<file path="src/rtl/audio_ctl_slave.sv">
module audio_ctl_slave #(
  parameter int REG_COUNT = 10,
  parameter int SLOT_BITS = 4,
  parameter logic [6:0] BASE_ADDR = 7'h40,
  parameter logic [REG_COUNT*8-1:0] RESET_VALUES = 80'h1F_78_78_78_78_FE_1E_00_7E_3F
) (
  input  logic                   clk,
  input  logic                   rst_n,
  input  logic                   scl_i,
  input  logic                   sda_i,
  input  logic                   addr_strap_i,
  output logic                   sda_pull_o,
  output logic [REG_COUNT*8-1:0] regs_o,
  output logic [REG_COUNT-1:0]   wstrobe_o
);
  localparam int IDXW = $clog2(REG_COUNT);
  localparam logic [SLOT_BITS-1:0] SLOT_ONE = 1;

  typedef enum logic [1:0] {ST_IDLE, ST_ADDR, ST_SUB, ST_DATA} st_t;

  logic [2:0] scl_q, sda_q;
  logic scl, scl_d, sda, sda_d;
  logic start_c, stop_c, scl_rise, scl_fall;
  logic [7:0] my_addr;

  st_t st;
  logic [3:0] bitcnt;
  logic [7:0] shreg;
  logic ack;
  logic inc;
  logic [SLOT_BITS-1:0] slot;
  logic [7:0] regs [REG_COUNT];

  always_ff @(posedge clk or negedge rst_n)
    if (!rst_n) begin
      scl_q <= '1;
      sda_q <= '1;
    end else begin
      scl_q <= {scl_q[1:0], scl_i};
      sda_q <= {sda_q[1:0], sda_i};
    end

  assign scl      = scl_q[1];
  assign scl_d    = scl_q[2];
  assign sda      = sda_q[1];
  assign sda_d    = sda_q[2];
  assign start_c  = scl & scl_d & sda_d & ~sda;
  assign stop_c   = scl & scl_d & ~sda_d & sda;
  assign scl_rise = scl & ~scl_d;
  assign scl_fall = ~scl & scl_d;
  assign my_addr  = {BASE_ADDR[6:1], BASE_ADDR[0] | addr_strap_i, 1'b0};

  always_ff @(posedge clk or negedge rst_n)
    if (!rst_n) begin
      st        <= ST_IDLE;
      bitcnt    <= '0;
      shreg     <= '0;
      ack       <= 1'b0;
      inc       <= 1'b0;
      slot      <= '0;
      wstrobe_o <= '0;
      for (int i = 0; i < REG_COUNT; i++) regs[i] <= RESET_VALUES[i*8 +: 8];
    end else begin
      wstrobe_o <= '0;
      if (start_c) begin
        st     <= ST_ADDR;
        bitcnt <= '0;
        ack    <= 1'b0;
      end else if (stop_c) begin
        st     <= ST_IDLE;
        bitcnt <= '0;
        ack    <= 1'b0;
      end else if (st != ST_IDLE) begin
        if (scl_rise && !ack && bitcnt != 4'd8) begin
          shreg  <= {shreg[6:0], sda};
          bitcnt <= bitcnt + 4'd1;
        end
        if (scl_fall) begin
          if (ack) begin
            ack    <= 1'b0;
            bitcnt <= '0;
          end else if (bitcnt == 4'd8) begin
            case (st)
              ST_ADDR:
                if (shreg == my_addr) begin
                  ack <= 1'b1;
                  st  <= ST_SUB;
                end else begin
                  st <= ST_IDLE;
                end
              ST_SUB: begin
                slot <= shreg[SLOT_BITS-1:0];
                inc  <= shreg[7];
                ack  <= 1'b1;
                st   <= ST_DATA;
              end
              default: begin
                ack <= 1'b1;
                if (32'(slot) < REG_COUNT) begin
                  regs[slot[IDXW-1:0]]      <= shreg;
                  wstrobe_o[slot[IDXW-1:0]] <= 1'b1;
                end
                if (inc) slot <= slot + SLOT_ONE;
              end
            endcase
          end
        end
      end
    end

  assign sda_pull_o = ack;

  for (genvar g = 0; g < REG_COUNT; g++) begin : g_out
    assign regs_o[g*8 +: 8] = regs[g];
  end
endmodule

</file>
<file path="config.mk">
export PLATFORM = sky130hd
export DESIGN_NAME = audio_ctl_slave
export DESIGN_NICKNAME = d
export VERILOG_FILES = /design/src/rtl/audio_ctl_slave.sv
export SDC_FILE = /design/constraint.sdc
export NUM_CORES = 1
export LEC_CHECK = 0
export BUFFER_PORTS_ARGS = -buffer_cell sky130_fd_sc_hd__clkbuf_2
export CAP_MARGIN = 30
export CORE_ASPECT_RATIO = 1.1
export CORE_MARGIN = 1
export CORE_UTILIZATION = 25
export CTS_CLUSTER_DIAMETER = 200
export CTS_CLUSTER_SIZE = 24
export DETAILED_ROUTE_END_ITERATION = 8
export GPL_TIMING_DRIVEN = 0
export PLACE_DENSITY = 0.53
export SETUP_SLACK_MARGIN = 0.1
export SLEW_MARGIN = 20
export SYNTH_ARGS = -nofsm -noshare
export SYNTH_HDL_FRONTEND = slang
export SYNTH_SLANG_ARGS = --single-unit
</file>
<file path="constraint.sdc">
create_clock -name clk -period 2.65 [get_ports clk]
set_input_delay 0.1325 -clock clk [delete_from_list [all_inputs] [get_ports clk]]
set_output_delay 0.1325 -clock clk [all_outputs]
set_load 0.02 [all_outputs]
</file>
After elaboration in Yosys (flattened, before gate mapping):

Cells that the tools add are included.

* $add $sub $neg: 2
* $lt $le $gt $ge: 5
* equal/unequal tests: 6
* mux-type cells: 37
* bitwise gates (word level): 17
* reduce and logical (&&, ||, !) cells: 18

Operators with widths (number)
* 80-bit bitwise mux: 1
* 10-bit two-way mux: 8
* 8-bit demux with 4-bit select: 1
* 4-bit two-way mux: 7
* 8-bit AND reduction: 2
* 2-bit two-way mux: 7
* 1-bit two-way mux: 9
* 1-bit inverter: 9
* 3-bit nonzero test: 3
* 4-bit by 1-bit adder with 4-bit output (second input constant): 2
* 8-bit == test: 1
* 8-bit two-way mux: 1
* 4-bit one-hot mux with 2 select lines: 1
* 1-bit bitwise AND: 7
* 7-bit AND reduction: 1
* 5-bit >= comparator (second input constant): 1
* 4-bit by 5-bit < comparator with 1-bit output (second input constant): 1
* 5-bit by 1-bit < comparator with 1-bit output (second input constant): 1
* 4-bit inverter with 5-bit output: 1
* 5-bit AND reduction: 1
* 1-bit demux with 4-bit select: 1
* 4-bit == test (second input constant): 1
* 4-bit by 1-bit >= comparator with 1-bit output (second input constant): 1
* 1-bit logical AND: 4
* 12 further kinds: 13

* register bits after elaboration: 116
* output and inout bits: 91

Longest topological paths before layout:

* depth in word-level cells: 12
* depth in mapped cells: 7
* mapped depth without buffers: 6

Worst setup path after synthesis:

No wires, ideal clock.

* path type: register to register
* start point: register st[0]
* end point: register regs (netlist bit regs_o[40])
* library setup time: 0.125 ns
* arrival time: 1.925 ns
* path slack: 0.600 ns
* stages on the path, launching flop included: 8
* buffers on the path: 1
* cell sequence: dfrtp_1 -> inv_1 -> ha_1 -> or3b_1 -> buf_2 -> nor3_4 -> nand2_4 -> mux2_2

* cells in the longest elaborated chain, start to end: 4
* elaborated cells on any way between the ends: 6
* classes of those cells: 2 x eq/ne; 1 x bitwise; 3 x reduce/logical

Ends and longest elaborated chain
* start: declaration: RTL line 26 `st_t st;`
* start signal: assignment: RTL line 55 `st <= ST_IDLE;`
* start signal: assignment: RTL line 66 `st <= ST_ADDR;`
* start signal: assignment: RTL line 70 `st <= ST_IDLE;`
* 2-bit == test / 2-bit by 1-bit == test with 1-bit output (equally long branches): RTL line 83 `case (st)`
* 2-bit OR reduction (no line)
* 1-bit inverter (no line)
* 8-bit AND reduction (no line) *
* end signal: indexed assignment: RTL line 100 `regs[slot[IDXW-1:0]] <= shreg;`
* end: declaration: RTL line 32 `logic [7:0] regs [REG_COUNT];`

Every way passes the cells marked *; elsewhere a longest branch is shown, timed or not.
A chain may end at the register's enable or synchronous reset.

Worst setup path in the final report:

* start point: register st[0]
* end point: register regs (netlist bit regs_o[55])

The elaborated chain is that of the path after synthesis.

==> flow_metrics.env <==
export IMPL_status="completed"
export IMPL_ys_warn_count=0
export IMPL_place_gp_congestion=0.729
export IMPL_final_layout_size_suffix_gt1_share_pct=61.8
export IMPL_synth_ff_type="dfrtp_1"
export IMPL_rsz0062_at_grt="false"
export IMPL_rrSetupSlack_ps=310
export IMPL_antenna_left=0
export IMPL_die_w_um=134
export IMPL_synth_simple_gate_area_share_pct=8.90
export IMPL_finClkSkew_ps=5.13
export IMPL_ir_drop_uv=401
export IMPL_syn_num_nets=346
export IMPL_grt_max_degree=97
export IMPL_port_buffers=95
export IMPL_crit_path_cell_trace="inv_1, ha_1, or3b_1, buf_2, nor3_4, nand2_4, mux2_2"
export IMPL_cts_buffers=17
export IMPL_globalRoute_totalOverflow=0
export IMPL_yosysSeqAreaShare_pct=61.5
export IMPL_dp_slack_ps=308
export IMPL_h_tree_depth=4
export IMPL_die_h_um=148
export IMPL_cpPeakStageDelay_ps=430
export IMPL_synthMuxAreaShare_pct=21.7
export IMPL_fin_crit_sh_pct=88.3
export IMPL_clock_latency_ps=410
export IMPL_synth_top_area_share_pct=34.2
export IMPL_ys_top_cells_by_area="dfrtp_1, dfstp_2, mux2_2, ha_1, inv_1"
export IMPL_grt_antenna_before_repair=0
export IMPL_fin_crit_ps=2340
export IMPL_synth_edf_count=0
export IMPL_setup_viol=0
export IMPL_wl_mm=12.1
export IMPL_n_antenna_cell=0
export IMPL_hold_path_class="in -> reg"
export IMPL_start_util_pct=25.8
export IMPL_yosysMostFrequentCell="mux2_2"
export IMPL_wl_per_cell_um=17.1
export IMPL_synth_xor_area_share_pct=0.545
export IMPL_slew_headroom_pct=52.6
export IMPL_cts_tree="built"
export IMPL_viasPerCell=4.37
export IMPL_worstMarginPinSlew_ps=711
export IMPL_yosysUniqueCellTypes=43
export IMPL_total_power_mw=5.22
export IMPL_async_reset_ff_share_pct=100
export IMPL_synthCells=332
export IMPL_critPathCaptureType="flip-flop"
export IMPL_synth_common_cells="mux2_2, dfrtp_1, dfstp_2, inv_1, nor2_1"
export IMPL_synth_seq_cells=116
export IMPL_synth_fa_ha_area_share_pct=2.33
export IMPL_numClockSinks=116
export IMPL_grt_use_total_pct=13.2
export IMPL_arrival_ps=2640
export IMPL_yosys_area_top_type="dfrtp_1"
export IMPL_synth_compound_area_share_pct=2.80
export IMPL_coreArea_um2=18700
export IMPL_avgSynthCellArea_um2=14.5
export IMPL_postLayoutSetupSlackWorst_ps=309
export IMPL_place_area_um2=5640
export IMPL_vias=3086
export IMPL_dp_hpwl_mm=8.19
export IMPL_post_route_util_pct=34.1
export IMPL_drc=0
export IMPL_crit_path_max_fanout=9
export IMPL_root_buffer="clkbuf_16"
export IMPL_die_area_um2=19900
export IMPL_io_pins=96
export IMPL_num_rows=52
export IMPL_clkSlewWorstSetupHoldPaths_ps=60
export IMPL_cts_resized=0
export IMPL_cp_start_kind="flip-flop"
export IMPL_p_per_area_nw_per_um2=820
export IMPL_maxCapViolations=0
export IMPL_nets=464
export IMPL_hold_violations=0
export IMPL_clock_path_buffers=2
export IMPL_post_cts_buffers=0
export IMPL_required_ps=2950
export IMPL_drtIter0Drc=129
export IMPL_grt_pass1_vias=3277
export IMPL_drt_pass1_iterations=4
export IMPL_maxSlewViolCount=0
export IMPL_grt_pass1_wl_mm=19.0
export IMPL_fmax_mhz=427
export IMPL_synthToLayoutAreaGrowth_pct=32.1
export IMPL_critPathSlowestCell="nor3_4"
export IMPL_p_leak_nw=3.18
export IMPL_crit_type="reg -> reg"
export IMPL_final_cell_area_um2=6370
export IMPL_synth_area_um2=4820
export IMPL_synth_top_family_by_area="multiplexers"
[area by class of cell]
type,count,area [um^2]
clock inverters,13,251
well taps,243,304
inverters,16,60.1
flip-flops and latches,116,2970
plain buffers,12,48.8
multi-input cells,188,1750
fillers,1808,12300
clock buffers,19,453
repair buffers,99,542
[cell families (layout without fill, tap and decap cells)]
family,count (synthesis),in the layout
compound gates,19,19
xor+xnor,3,3
fa+ha+maj,9,9
buf+inv,28,159
flops,116,116
mux,93,93
simple gates,64,64
[power breakdown]
| part | internal (mW) | switching (mW) | leakage (nW) | total (mW) |
|---|---|---|---|---|
| registers | 1.86 | 0.112 | 1.42 | 1.98 |
| clock network | 1.91 | 0.834 | 0.336 | 2.74 |
| logic | 0.159 | 0.350 | 1.42 | 0.508 |
[through the flow]
stage	setup TNS [ps]	cells	hold WS, ps
after detailed placement	0	671	20.4
after floorplan	0	332	-163
after global placement	-14930	670	224
final	0	706	130
after global routing	0	706	148
after CTS	0	706	122
[final timing paths]
| path | to | startpoint | depth (start not counted) |
|---|---|---|---|
| max | regs_o[55] | st[0] | 7 |
| min | sda_pull_o | addr_strap_i | 4 |
| max reg2reg | regs_o[55] | st[0] | 7 |
| min reg2reg | sda_q[1] | sda_q[0] | 0 |
| max in group asynchronous | regs_o[9] | rst_n | 3 |
| min in group asynchronous | bitcnt[0] | rst_n | 2 |
[timing repair]
action / CTS / global route
hold buffers: 3 / 0
setup endpoints to repair: 0 / 0
endpoints found under the hold margin: 72 / 0
[worst max-delay path, delay by kind of cell (launching register included)]
kind                     cells  cell delay (ps)
flip-flops                   1              350
multiplexers                 1              320
adder cells (fa/ha/maj)      1              260
AND/OR/NAND/NOR              3             1010
buffers and inverters        2              270
[cell usage in the layout (no fill, tap or decap), drive strengths merged, types with 4 or more instances in the layout]
| master | instances |
|---|---|
| clkbuf | 123 |
| mux2 | 89 |
| dfrtp | 66 |
| dfstp | 50 |
| inv | 17 |
| nand2 | 15 |
| nor2 | 11 |
| ha | 9 |
| nand3 | 9 |
| nor2b | 7 |
| bufinv | 7 |
| nor3 | 6 |
| mux2i | 4 |
| buf | 4 |
[registers in the layout (all words and copies together), names as in the netlist]
| register | cells |
|---|---|
| regs_o | 80 |
| wstrobe_o | 10 |
| shreg | 8 |
| bitcnt | 4 |
| slot | 4 |
| scl_q | 3 |
| sda_q | 3 |
| st | 2 |
| inc | 1 |
| sda_pull_o | 1 |
[routing by layer]
layer,share of wire (%),vias up,global-route usage (%)
met3,5.9,16,5.45
li1,-,1404,-
met1,43,1587,15.6
met4,1.7,0,4.94
met2,49,79,21.4
met5,0,-,0
No activity file was read; power rests on OpenSTA's default activity.
